<file path="config.mk">
export PLATFORM = sky130hd
export DESIGN_NAME = supply_reset_gen
export DESIGN_NICKNAME = d
export VERILOG_FILES = /design/src/rtl/supply_reset_gen.sv
export SDC_FILE = /design/constraint.sdc
export NUM_CORES = 1
export LEC_CHECK = 0
export ABC_AREA = 1
export BUFFER_PORTS_ARGS = -buffer_cell sky130_fd_sc_hd__buf_2
export CAP_MARGIN = 20
export CORE_MARGIN = 5
export CORE_UTILIZATION = 45
export DETAILED_ROUTE_END_ITERATION = 6
export HOLD_SLACK_MARGIN = 0.02
export PLACE_DENSITY = 0.59
export SYNTH_ARGS = -nofsm -noshare
export SYNTH_HDL_FRONTEND = slang
export SYNTH_SLANG_ARGS = --single-unit
</file>
<file path="constraint.sdc">
create_clock -name clk -period 1.8 [get_ports clk]
set_clock_uncertainty 0.05 [all_clocks]
set_input_delay 0.27 -clock clk [delete_from_list [all_inputs] [get_ports clk]]
set_output_delay 0.27 -clock clk [all_outputs]
set_load 0.02 [all_outputs]
</file>
<file path="src/rtl/supply_reset_gen.sv">
module supply_reset_gen #(
  parameter int PRESCALE_DIV  = 1000,
  parameter int TIMEOUT_TICKS = 200
) (
  input  logic clk,
  input  logic rst,
  input  logic supply_low,
  input  logic man_rst_n,
  output logic reset_n_o,
  output logic reset_o,
  output logic rst_active_o
);

  localparam int PW = (PRESCALE_DIV > 1) ? $clog2(PRESCALE_DIV) : 1;
  localparam int TW = (TIMEOUT_TICKS > 1) ? $clog2(TIMEOUT_TICKS) : 1;
  localparam logic [PW-1:0] PRESC_LAST = PW'(PRESCALE_DIV - 1);
  localparam logic [TW-1:0] TICK_LAST  = TW'(TIMEOUT_TICKS - 1);

  logic          mr_meta, mr_sync;
  logic [PW-1:0] presc;
  logic [TW-1:0] ticks;
  logic          rst_q;
  logic          hold, presc_wrap;

  always_ff @(posedge clk) begin
    if (rst) begin
      mr_meta <= 1'b1;
      mr_sync <= 1'b1;
    end else begin
      mr_meta <= man_rst_n;
      mr_sync <= mr_meta;
    end
  end

  assign hold       = supply_low | ~mr_sync;
  assign presc_wrap = (presc == PRESC_LAST);

  always_ff @(posedge clk) begin
    if (rst || hold) begin
      rst_q <= 1'b1;
      presc <= '0;
      ticks <= '0;
    end else if (rst_q) begin
      presc <= presc_wrap ? '0 : presc + 1'b1;
      if (presc_wrap) begin
        if (ticks == TICK_LAST) begin
          rst_q <= 1'b0;
          ticks <= '0;
        end else begin
          ticks <= ticks + 1'b1;
        end
      end
    end
  end

  assign reset_o      = rst_q;
  assign reset_n_o    = ~rst_q;
  assign rst_active_o = rst_q;

  AST_SUPPLY_HOLD: assert property (@(posedge clk) disable iff (rst)
    supply_low |=> reset_o) else $error("supply hold");
  AST_RELEASE_CLEAN: assert property (@(posedge clk) disable iff (rst)
    $fell(reset_o) |-> !$past(supply_low)) else $error("early release");
  AST_PRESC_RANGE: assert property (@(posedge clk) disable iff (rst)
    presc <= PRESC_LAST && ticks <= TICK_LAST) else $error("counter range");
  AST_RESTART: assert property (@(posedge clk) disable iff (rst)
    supply_low |=> (presc == '0 && ticks == '0)) else $error("no restart");
  AST_MANUAL_HOLD: assert property (@(posedge clk) disable iff (rst)
    !mr_sync |=> reset_o) else $error("manual hold");
  AST_POWER_ON: assert property (@(posedge clk) disable iff (rst)
    $past(rst) |-> reset_o) else $error("power-on");

endmodule

</file>
## Word level (Yosys, flattened, before mapping)

Cells that the tools add are included.

| word-level totals | value |
|---|---|
| bits of input ports | 4 |
| output and inout port bits | 3 |
| bits in writable memories | 0 |
| ROM bits | 0 |
| memories | 0 |
| latch bits | 0 |
| logic and storage cells | 19 |
| bits in registers | 21 |

| operators by class | value |
|---|---|
| $mul | 0 |
| shift operators | 0 |
| divide/modulo/power cells | 0 |
| reductions and logical operators | 2 |
| bitwise gates (word level) | 3 |
| $lt $le $gt $ge | 0 |
| eq/ne operators | 2 |
| muxes and demuxes | 5 |
| add/subtract/negate cells | 2 |

Operators by type and width:

| kind | count |
|---|---|
| adder 10 x 1 -> 10 bit (second input constant) | 1 |
| == test 10 bit (second input constant) | 1 |
| two-way mux 10 bit | 1 |
| adder 8 x 1 -> 8 bit (second input constant) | 1 |
| == test 8 bit (second input constant) | 1 |
| two-way mux 8 bit | 1 |
| two-way mux 1 bit | 3 |
| NOT 1 bit | 2 |
| AND reduction 2 bit | 1 |
| logical OR 1 bit | 1 |
| OR 1 bit | 1 |

## Longest topological paths before layout

| logic depth | value |
|---|---|
| word-level depth | 4 |
| mapped depth | 9 |
| gate-level depth less buffers | 8 |

## Worst setup path after synthesis

OpenSTA, ideal clock, no wires.

| path | value |
|---|---|
| path type | flip-flop to flip-flop |
| start | reg rst_q, in the netlist reset_o |
| end | reg presc[8] |
| data required time | 1630 ps |
| library setup time | 120 ps |
| path slack | 389 ps |
| cell stages (with the launch flop) | 8 |
| path buffers | 1 |
| period minus slack after synthesis | 1411 ps |
| arrival | 1241 ps |
| cell sequence | dfxtp_1 > buf_6 > inv_2 > nor2_4 > nand3_1 > nor2_1 > nand2_1 > nor3b_2 |

RTL lines:

| item | line | RTL |
|---|---|---|
| start, declared | 22 | `logic rst_q;` |
| start signal, assigned | 40 | `rst_q <= 1'b1;` |
| start signal, assigned | 47 | `rst_q <= 1'b0;` |
| end signal, assigned | 44 | `presc <= presc_wrap ? '0 : presc + 1'b1;` |
| end, declared | 20 | `logic [PW-1:0] presc;` |

## Worst setup path in the final report

| path | value |
|---|---|
| start | reg presc[0] |
| end | reg ticks[5] |

| on the way | value |
|---|---|
| longest elaborated chain between the ends | 2 |

Ends and longest elaborated chain:

| item | line | RTL |
|---|---|---|
| == test 10 bit | 36 | `assign presc_wrap = (presc == PRESC_LAST);` |
| AND reduction 2 bit (no source line) | - |  |
| end signal, assigned | 50 | `ticks <= ticks + 1'b1;` |
| end, declared | 21 | `logic [TW-1:0] ticks;` |

Every way passes these cells.
A chain may end at the register's enable or synchronous reset.

==> flow_summary_export.csv <==
group,metric,value,unit
timing,tightest_slew,0.329,ns
timing,setup_slack,0.262,ns
synth,synthAdderAreaFrac,2.34,%
cells_and_area,drive_gt1_share,17.7,%
timing,finalCritPeriodShare,85.4,%
cells_and_area,design_area,1150,µm²
global_route,antenna_found_initial,0,
clocking,cts_hold_buf,0,
place,dp.cells,182,
cells_and_area,diodes,0,
timing,period_minus_slack,1.54,ns
detailed_routing,met2WireLength,952,µm
die,die_x,58.8,µm
power,power_density,625,nW/µm²
global_route,grt-ovfl-total,0,
synth,synth_largest_type_area_fraction,39.3,%
synth,synth_compound_area_share,8.88,%
place,routabilityCongestion,0.789,
critical_path,crit_fanout,8,
critical_path,worstSetupPathType,"flop to flop",
detailed_routing,dr.pass1.iters,4,
synth,ys_top_cells_by_area,"dfxtp_1, nand2_1, nor2_1",
clocking,clock_sinks,21,
timing,setup_viol,0,
detailed_routing,drc,0,
place,dpl_cell_area,1120,µm²
synth,synth_top_cell_by_area,"dfxtp_1",
detailed_routing,drtIter0Drc,30,
run_status,status,"finished clean",
power,vdd_drop_max,0.394,mV
hold_path,hold_path_class,"primary input to flop",
clocking,ctsResizeCount,0,
power,p_leak,0.457,nW
detailed_routing,wl_per_cell,10.5,µm
synth,synthArstFlopShare,0,%
synth,synthFlopType,"dfxtp_1",
die,fp.dieArea,3460,µm²
clocking,clock-root-buffer,"clkbuf_4",
detailed_routing,wl_met1,937,µm
die,pin_count,7,
synth,synth.distinct_cells,23,
synth,yosysWarnings,0,
timing,finalHoldViolCount,0,
synth,avgSynthCellArea,7.19,µm²
timing,relSlewSlack,77.8,%
global_route,grt_pass1_wl,3580,µm
clocking,cts_buffers,3,
synth,yosysMostFrequentCell,"nand2_1",
detailed_routing,highest_layer,"met4",
timing,max_freq,650,MHz
critical_path,start_kind,"flop",
cells_and_area,fillers,233,
critical_path,r2r_start,"presc[0]",
flow_run,maxCapViolCount,0,
global_route,grt_max_degree,12,
synth,synth-edff-count,0,
place,portBuffers,6,
synth,yosysSeqAreaShare,39.3,%
critical_path,crit_path_start,"presc[0]",
clocking,cts_tree,"built",
hold_path,hold_start,"man_rst_n",
synth,synthXorXnorAreaFrac,2.45,%
cells_and_area,final_cells,186,
global_route,grtUsageTotal,13.2,%
detailed_routing,via_per_inst,4.78,
detailed_routing,wirelength,1950,µm
synth,synth-seq-cells,21,
clocking,clock_latency,0.30,ns
place,dp_slack,0.266,ns
timing,slew_violations,0,
cells_and_area,layout.nets,165,
synth,syn-num-nets,155,
clocking,h-tree-depth,1,
die,rows,17,
timing,rsz0062_at_grt,"no",
cells_and_area,synthToLayoutAreaGrowth,7.13,%
die,core,2230,µm²
clocking,clkSlewWorstSetupHoldPaths,0.11,ns
detailed_routing,detail-route-antenna-nets,0,
die,fp.dieH,58.8,µm
power,total_power,718,µW
clocking,cts_setup_buffers,0,
die,initial_core_util,48.0,%
synth,yosys.area_share.simple,36.6,%
global_route,first_global_vias,846,
timing,setup_tns,0,ns
synth,synth_top_family_by_area,"simple AND/OR/NAND/NOR gates",
synth,synthTopCellsByCount,"nand2_1, nor2_1, dfxtp_1, inv_1, nand3_1",
critical_path,worstPathArrival,1.69,ns
synth,syn_area,1070,µm²
clocking,clock_path_buffers,2,
place,dp_hpwl,1500,µm
detailed_routing,via_count,889,
detailed_routing,dr_wl_met3,41,µm
synth,synthMuxAreaShare,0,%
synth,syn-instance-count,149,
critical_path,end_kind,"flop",
critical_path,cp.required,1.95,ns
## routing by layer
metal | global-route usage (%) | vias up
met5 | 0 | -
met4 | 4.85 | 0
met3 | 1.97 | 2
met2 | 23.7 | 4
met1 | 15.7 | 400
li1 | - | 483
## sequential cells by signal (all words and copies together) (netlist names)
register  count
mr_meta       1
mr_sync       1
presc        10
reset_o       1
ticks         8
## where the power goes
part           total [mW]  internal (mW)  switching [mW]
registers           0.471          0.469         0.00200
logic              0.0236        0.00899          0.0146
clock network       0.223         0.0862           0.137
## worst paths after layout
kind / endpoint / slack (ns) / depth (start not counted)
hold / removal: mr_meta / 0.1 / 2
setup / recovery: ticks[5] / 0.26 / 9
setup reg to reg: ticks[5] / 0.26 / 9
hold reg to reg: mr_sync / 0.37 / 1
## cell usage in the layout, fill, tap and decap left out, types with 5 or more instances in the layout
cell type  synthesis  routed
nor3_1             6       6
dfxtp_1           21      21
nand3_1            9       9
nand2_1           28      28
buf_2              0       6
inv_1             21      21
nor2_1            26      26
o21ai_0            6       6
a21oi_1            5       5
## cell families after synthesis
logic type                 after synthesis
and+or+nand+nor                         83
AOI/OAI and AO/OA                       15
DFF                                     21
xor gates and xnor gates                 3
buffers and inverters                   25
adders and majority gates                2
## critical path: stages (launching register included)
cell	delay [ns]
dfxtp_1	0.37
ha_1	0.18
nand2_1	0.07
nor2_1	0.13
nand3_2	0.18
buf_4	0.22
nor2_1	0.08
nand2_1	0.05
nand2_1	0.07
nor2_1	0.03
## per-stage QoR
stage / hold WS (ns) / utilization [%]
floorplan: 0.324 / -
global placement: 0.342 / 50.2
CTS: 0.0867 / 51.4
detailed placement: 0.349 / 50.2
finish: 0.0962 / 51.4
global route: 0.0949 / 51.4
## area by class of cell
type | count | area [µm²] | share of cell area [%]
Clock buffer | 4 | 26.3 | 2.29
Inverter | 22 | 82.6 | 7.20
Multi-Input combinational cell | 103 | 538 | 46.9
Sequential cell | 21 | 420 | 36.6
Tap cell | 28 | 35.0 | 3.05
Timing Repair Buffer | 8 | 45.0 | 3.93
(Power assumes the default switching activity.)
